[config.mk]
export PLATFORM = sky130hd
export DESIGN_NAME = spd_eeprom_slave
export DESIGN_NICKNAME = d
export VERILOG_FILES = /design/src/rtl/spd_pkg.sv /design/src/rtl/i2c_bus_sense.sv /design/src/rtl/spd_mem_array.sv /design/src/rtl/spd_page_buf.sv /design/src/rtl/spd_eeprom_slave.sv
export SDC_FILE = /design/constraint.sdc
export NUM_CORES = 2
export LEC_CHECK = 0
export ABC_AREA = 1
export BUFFER_PORTS_ARGS = -buffer_cell sky130_fd_sc_hd__buf_2
export CORE_UTILIZATION = 30
export DETAILED_ROUTE_END_ITERATION = 12
export GPL_ROUTABILITY_DRIVEN = 0
export SLEW_MARGIN = 20
export SYNTH_ARGS = -nofsm -noshare
export SYNTH_HDL_FRONTEND = slang
export SYNTH_HIERARCHICAL = 1
export SYNTH_SLANG_ARGS = --single-unit
export TNS_END_PERCENT = 50
[constraint.sdc]
create_clock -name clk -period 6.8 [get_ports clk]
set_clock_uncertainty 0.15 [all_clocks]
set_input_delay 1.02 -clock clk [delete_from_list [all_inputs] [get_ports clk]]
set_output_delay 1.02 -clock clk [all_outputs]
set_load 0.02 [all_outputs]
[src/rtl/spd_pkg.sv]
package spd_pkg;
  typedef enum logic [2:0] {
    ST_IDLE,
    ST_DEV,
    ST_WADDR,
    ST_WDATA,
    ST_RDATA
  } xfer_st_t;

  localparam logic [3:0] MEM_SELECT = 4'b1010;
  localparam int         BYTE_W     = 8;
endpackage

[src/rtl/i2c_bus_sense.sv]
// Synchronises SCL/SDA and flags edges, START and STOP.
module i2c_bus_sense #(
  parameter int SYNC = 2
) (
  input  logic clk,
  input  logic rst,
  input  logic scl_i,
  input  logic sda_i,
  output logic scl_q,
  output logic sda_q,
  output logic scl_rise,
  output logic scl_fall,
  output logic start_det,
  output logic stop_det
);
  logic [SYNC-1:0] scl_sh, sda_sh;
  logic            scl_d, sda_d;

  always_ff @(posedge clk) begin
    if (rst) begin
      scl_sh <= '1;
      sda_sh <= '1;
      scl_d  <= 1'b1;
      sda_d  <= 1'b1;
    end else begin
      scl_sh <= {scl_sh[SYNC-2:0], scl_i};
      sda_sh <= {sda_sh[SYNC-2:0], sda_i};
      scl_d  <= scl_sh[SYNC-1];
      sda_d  <= sda_sh[SYNC-1];
    end
  end

  assign scl_q     = scl_sh[SYNC-1];
  assign sda_q     = sda_sh[SYNC-1];
  assign scl_rise  = scl_q & ~scl_d;
  assign scl_fall  = ~scl_q & scl_d;
  // data edge while the clock stays high
  assign start_det = scl_q & scl_d & sda_d & ~sda_q;
  assign stop_det  = scl_q & scl_d & ~sda_d & sda_q;
endmodule

[src/rtl/spd_mem_array.sv]
// Byte array with one write port and a registered read port.
module spd_mem_array #(
  parameter int AW = 8,
  parameter int DW = 8
) (
  input  logic          clk,
  input  logic          we,
  input  logic [AW-1:0] waddr,
  input  logic [DW-1:0] wdata,
  input  logic [AW-1:0] raddr,
  output logic [DW-1:0] rdata
);
  localparam int DEPTH = 1 << AW;

  logic [DW-1:0] mem [DEPTH];

  initial begin
    for (int i = 0; i < DEPTH; i++) mem[i] = '1;
  end

  always_ff @(posedge clk) begin
    if (we) mem[waddr] <= wdata;
    rdata <= mem[raddr];
  end
endmodule

[src/rtl/spd_page_buf.sv]
// Page buffer with per-entry keep flags and the timed commit sequencer.
module spd_page_buf #(
  parameter int OFS_W  = 4,
  parameter int DW     = 8,
  parameter int WR_CYC = 1_000_000
) (
  input  logic             clk,
  input  logic             rst,
  input  logic             ld,
  input  logic [OFS_W-1:0] ld_idx,
  input  logic [DW-1:0]    ld_data,
  input  logic             ld_keep,
  input  logic             clr,
  input  logic             go,
  output logic             busy,
  output logic             mem_we,
  output logic [OFS_W-1:0] mem_idx,
  output logic [DW-1:0]    mem_data
);
  localparam int DEPTH = 1 << OFS_W;
  localparam int CW    = $clog2(WR_CYC + 1);

  logic [DW-1:0]    buf_q [DEPTH];
  logic [DEPTH-1:0] keep_q;
  logic [CW-1:0]    cnt_q;
  logic             busy_q;

  always_ff @(posedge clk) begin
    if (ld && !busy_q) buf_q[ld_idx] <= ld_data;
  end

  always_ff @(posedge clk) begin
    if (rst) begin
      keep_q <= '0;
      cnt_q  <= '0;
      busy_q <= 1'b0;
    end else if (busy_q) begin
      cnt_q <= cnt_q + CW'(1);
      if (cnt_q == CW'(WR_CYC - 1)) begin
        busy_q <= 1'b0;
        keep_q <= '0;
      end
    end else if (go && (|keep_q)) begin
      busy_q <= 1'b1;
      cnt_q  <= '0;
    end else if (clr) begin
      keep_q <= '0;
    end else if (ld) begin
      keep_q[ld_idx] <= ld_keep;
    end
  end

  // one page entry per clock during the first DEPTH cycles
  assign busy     = busy_q;
  assign mem_idx  = cnt_q[OFS_W-1:0];
  assign mem_we   = busy_q && (cnt_q < CW'(DEPTH)) && keep_q[mem_idx];
  assign mem_data = buf_q[mem_idx];
endmodule

[src/rtl/spd_eeprom_slave.sv]
module spd_eeprom_slave
  import spd_pkg::*;
#(
  parameter int PAGE_W         = 4,
  parameter int SYNC_STAGES    = 2,
  parameter int WR_CYCLES      = 1_000_000,
  parameter int TIMEOUT_CYCLES = 5_000_000
) (
  input  logic       clk,
  input  logic       rst,
  input  logic       scl_i,
  input  logic       sda_i,
  input  logic [2:0] strap_i,
  input  logic       wp_lo_i,
  output logic       sda_pd_o
);
  localparam int ADDR_W = BYTE_W;
  localparam int TW     = $clog2(TIMEOUT_CYCLES + 1);

  logic scl_q, sda_q, scl_rise, scl_fall, start_det, stop_det;

  i2c_bus_sense #(.SYNC(SYNC_STAGES)) u_sense (
    .clk(clk), .rst(rst), .scl_i(scl_i), .sda_i(sda_i),
    .scl_q(scl_q), .sda_q(sda_q), .scl_rise(scl_rise), .scl_fall(scl_fall),
    .start_det(start_det), .stop_det(stop_det)
  );

  xfer_st_t           st_q;
  logic [3:0]         bit_q;
  logic [BYTE_W-1:0]  sh_q, dout_q;
  logic               rw_q, mack_q, in_xfer_q;
  logic [ADDR_W-1:0]  ptr_q;
  logic [TW-1:0]      to_q;

  logic               pb_busy, mem_we, timeout_hit, dev_hit, pb_ld, pb_keep;
  logic [PAGE_W-1:0]  pb_idx;
  logic [BYTE_W-1:0]  pb_data, rdata;
  logic [2:0]         tx_idx;

  assign timeout_hit = in_xfer_q && !scl_q && (to_q == TW'(TIMEOUT_CYCLES - 1));
  assign dev_hit     = (sh_q[7:4] == MEM_SELECT) && (sh_q[3:1] == strap_i) && !pb_busy;
  assign pb_ld       = scl_fall && (bit_q == 4'd8) && (st_q == ST_WDATA);
  assign pb_keep     = !(wp_lo_i && !ptr_q[ADDR_W-1]);
  assign tx_idx      = 3'(4'd7 - bit_q);

  spd_page_buf #(.OFS_W(PAGE_W), .DW(BYTE_W), .WR_CYC(WR_CYCLES)) u_pbuf (
    .clk(clk), .rst(rst),
    .ld(pb_ld), .ld_idx(ptr_q[PAGE_W-1:0]), .ld_data(sh_q), .ld_keep(pb_keep),
    .clr(start_det || timeout_hit), .go(stop_det),
    .busy(pb_busy), .mem_we(mem_we), .mem_idx(pb_idx), .mem_data(pb_data)
  );

  // page base stays fixed while busy: no address is accepted then
  spd_mem_array #(.AW(ADDR_W), .DW(BYTE_W)) u_mem (
    .clk(clk), .we(mem_we), .waddr({ptr_q[ADDR_W-1:PAGE_W], pb_idx}),
    .wdata(pb_data), .raddr(ptr_q), .rdata(rdata)
  );

  always_ff @(posedge clk) begin
    if (rst) begin
      st_q      <= ST_IDLE;
      bit_q     <= '0;
      sh_q      <= '0;
      dout_q    <= '1;
      rw_q      <= 1'b0;
      mack_q    <= 1'b0;
      in_xfer_q <= 1'b0;
      ptr_q     <= '0;
      sda_pd_o  <= 1'b0;
      to_q      <= '0;
    end else begin
      if (in_xfer_q && !scl_q) to_q <= to_q + TW'(1);
      else                     to_q <= '0;

      if (timeout_hit) begin
        st_q      <= ST_IDLE;
        in_xfer_q <= 1'b0;
        sda_pd_o  <= 1'b0;
        bit_q     <= '0;
        to_q      <= '0;
      end else if (start_det) begin
        st_q      <= ST_DEV;
        bit_q     <= '0;
        in_xfer_q <= 1'b1;
        sda_pd_o  <= 1'b0;
      end else if (stop_det) begin
        st_q      <= ST_IDLE;
        in_xfer_q <= 1'b0;
        sda_pd_o  <= 1'b0;
      end else if (st_q != ST_IDLE) begin
        if (scl_rise) begin
          if (bit_q < 4'd8) begin
            sh_q  <= {sh_q[6:0], sda_q};
            bit_q <= bit_q + 4'd1;
          end else if (bit_q == 4'd8) begin
            mack_q <= !sda_q;
            bit_q  <= 4'd9;
          end
        end else if (scl_fall) begin
          if (bit_q == 4'd8) begin
            // acknowledge slot opens
            case (st_q)
              ST_DEV: begin
                if (dev_hit) begin
                  sda_pd_o <= 1'b1;
                  rw_q     <= sh_q[0];
                end else begin
                  st_q <= ST_IDLE;
                end
              end
              ST_WADDR: begin
                sda_pd_o <= 1'b1;
                ptr_q    <= sh_q;
              end
              ST_WDATA: begin
                sda_pd_o <= 1'b1;
                ptr_q[PAGE_W-1:0] <= ptr_q[PAGE_W-1:0] + PAGE_W'(1);
              end
              default: sda_pd_o <= 1'b0;
            endcase
          end else if (bit_q == 4'd9) begin
            // acknowledge slot closes
            bit_q <= '0;
            case (st_q)
              ST_DEV: begin
                if (rw_q) begin
                  st_q     <= ST_RDATA;
                  dout_q   <= rdata;
                  ptr_q    <= ptr_q + ADDR_W'(1);
                  sda_pd_o <= !rdata[7];
                end else begin
                  st_q     <= ST_WADDR;
                  sda_pd_o <= 1'b0;
                end
              end
              ST_WADDR: begin
                st_q     <= ST_WDATA;
                sda_pd_o <= 1'b0;
              end
              ST_RDATA: begin
                if (mack_q) begin
                  dout_q   <= rdata;
                  ptr_q    <= ptr_q + ADDR_W'(1);
                  sda_pd_o <= !rdata[7];
                end else begin
                  st_q     <= ST_IDLE;
                  sda_pd_o <= 1'b0;
                end
              end
              default: sda_pd_o <= 1'b0;
            endcase
          end else if (st_q == ST_RDATA && bit_q != 4'd0) begin
            sda_pd_o <= !dout_q[tx_idx];
          end
        end
      end
    end
  end
endmodule

==> reports/qor.yml <==
p_int_w: 0.0226
rsz0062_at_grt: "false"
dr.pass1.iters: 8
die_h_um: 564
clk_pin_slew_ns: 0.06
layout-drive-gt1-share: 0.0624
synth_top_area_share: 0.690
synth_top_family_by_area: "simple AND/OR/NAND/NOR gates"
grt_pass1_wl_um: 388000
cts.repair.resized: 0
synthMuxAreaShare: 0.00338
vdd_drop_max_uv: 221
fin_crit_sh: 0.634
drv_cap: 0
root_buffer: "clkbuf_16"
final-hold-violation-count: 0
critical_path.cell_chain: "inv_1 -> nor2_1 -> o21ai_0 -> nand2_1 -> nand2_1 -> nand2_1 -> nand2_1 -> nand4_1 -> nor2_2 -> nand2_1 -> buf_4 -> nor2_1"
cp.arrival_ns: 4.68
synth_commonest_cells: "2365 x nand2_1, 2176 x edfxtp_1, 2104 x nand3_1, 438 x nor2_1, 283 x buf_2"
post-route-min-period_ns: 4.31
use_met3: 0.0272
p_leak_nw: 36.0
synth_area_sq_mm: 0.0947
syn_area_per_cell_sq_um: 11.4
synth_compound_area_frac: 0.0131
grt_max_degree: 190
clockBufferDepth: 4
portBuffers: 8
cts_buffers: 227
power_frac_seq: 0.542
cts_setup_buffers: 0
hold_class: "flop to flop"
worst_pin_slew_ns: 1.10
hold_slack_ns: 0.225
cp_num_buf_inv: 2
max-slew-margin-rel: 0.266
cp.required_ns: 7.17
grt-ovfl-total: 0
end_kind: "flop"
vias_per_cell: 5.09
fmax_ghz: 0.232
htree_levels: 4
synth_ff_type: "edfxtp_1"
clkPwrFrac: 0.455
drtAntennaViolNets: 0
yosys-top-cells-area: "edfxtp_1 69%, nand3_1 11%, nand2_1 9.4%"
p_sw_w: 0.00542
drcViolationCount: 0
clkLatencyLatePin_ns: 0.88
grt_pass1_vias: 61200
ys_warn_count: 6
powerDensity_mw_per_mm2: 265
synth_adder_area_share: 0.000793
routed_wl_um: 262000
outcome: "finished clean"
power.share.switching: 0.193
synthCells: 8313
fin_tns_setup_ns: 0
syn_to_final_growth_pct: 11.8
synth-seq-cells: 2289
cpPeakStageDelay_ns: 0.72
synth-seq-area-share: 0.714
die_width_um: 564
cts.sinks: 2289
ios: 9
synth_enable_flop_cells: 2176
rows: 205
cts_tree: "yes"
fin_nets: 8125
grt_use_total: 0.160
path_delay_family: "simple AND/OR/NAND/NOR gates"
initial_core_util: 0.303
vias: 63300
crit_type: "flop to flop"
hold_buffers: 0
post-dp-hpwl_um: 154000
drt_iter0_drc: 8257
critPathLaunchType: "flop"
crit_slowest_cell: "nand2_1"
setup_viol: 0
slew_violations: 0
synthArstFlopShare: 0
grt_antenna_before_repair: 8
cp_max_fo: 16
synth_xor_area_frac: 0.000370
coreArea_sq_mm: 0.313
finalPower_w: 0.0280
grt-busiest-layer: "met2"
met2_usage: 0.258
synth_nets: 8327
synth-simple-area-share: 0.231
synth_area_leader_cell: "edfxtp_1"
routedWlPerCell_um: 21.1
yosysMostFrequentCell: "nand2_1"
die_area_sq_mm: 0.318
power_frac_comb: 0.002
ys_types: 47
use_met1: 0.218
crit_path_frequent_cell: "nand2_1"
-- cells by family after synthesis --
group                      after synthesis
adders and majority gates                6
muxes                                   32
and+or+nand+nor                       5022
buffers and inverters                  738
xor gates and xnor gates                 4
DFF                                   2289
AOI/OAI and AO/OA                      222
-- final timing paths --
| path | startpoint | to | slack (ns) | depth (start not counted) |
|---|---|---|---|---|
| max | u_pbuf/cnt_q[0]$_SDFFE_PP0N_ | u_mem/mem[117][0]$_DFFE_PP_ | 2.49 | 12 |
| min | u_sense/scl_sh[0]$_SDFF_PP1_ | u_sense/scl_sh[1]$_SDFF_PP1_ | 0.22 | 1 |
| max reg2reg | u_pbuf/cnt_q[0]$_SDFFE_PP0N_ | u_mem/mem[117][0]$_DFFE_PP_ | 2.49 | 12 |
| min reg2reg | u_sense/scl_sh[0]$_SDFF_PP1_ | u_sense/scl_sh[1]$_SDFF_PP1_ | 0.22 | 1 |
-- per-layer routing --
metal  share of wire  vias up
li1                -    28900
met1            0.41    31000
met2            0.46     2940
met3           0.088      498
met4           0.036        0
met5               0        -
-- power by group through the flow --
stage / Combinational (W) / Sequential [W] / Clock [W]
final: 0.0000682 / 0.0152 / 0.0128
after global routing: 0.0000744 / 0.0152 / 0.0135
after CTS: 0.0000682 / 0.0152 / 0.0130
after detailed placement: 0.0000680 / 0.0155 / 0
after global placement: 0.0000677 / 0.0155 / 0
after floorplan: 0.0000426 / 0.0155 / 0
-- state kept, by name (all words and copies together) (netlist names), 2 cells and up, named ones only --
signal / count
u_mem/mem: 2048
ptr_q: 8
u_pbuf/buf_q: 128
dout_q: 8
st_q: 3
bit_q: 4
u_sense/scl_sh: 2
sh_q: 8
u_pbuf/keep_q: 16
to_q: 23
u_pbuf/cnt_q: 20
u_mem/rdata: 8
u_sense/sda_sh: 2
-- cell usage in the layout (no fill, tap or decap), types with 9 or more instances in the layout --
master and count:
nand2_1 2356, edfxtp_1 2176, nand3_1 2104, nor2_1 437
clkbuf_16 227, inv_1 190, dfxtp_1 106, a21oi_1 95
o21ai_0 70, buf_4 68, clkinv_1 49, clkinv_2 45
nand4_1 36, o211ai_1 36, bufinv_16 33, mux2i_1 32
buf_12 28, clkbuf_1 27, nor3_1 20, clkinvlp_4 16
nand3_2 15, nand2_4 9
-- per-stage QoR --
step	util	cells	cell area [sq um]	worst slack, ns
finish	0.338	12400	106000	2.49
floorplan	-	8313	94700	1.66
global placement	0.314	12000	98400	2.51
CTS	0.338	12400	106000	2.54
detailed placement	0.314	12000	98400	2.52
global route	0.338	12400	106000	2.30
-- layout make-up --
class	count	area, sq um
diodes	2	5.00
clock buffers	257	5820
clock inverters	158	1710
fillers	30800	207000
inverters	203	796
multi-input cells	5286	23600
flip-flops and latches	2289	67600
well taps	4140	5180
repair buffers	104	1110
Power figures use the tool's default switching activity.
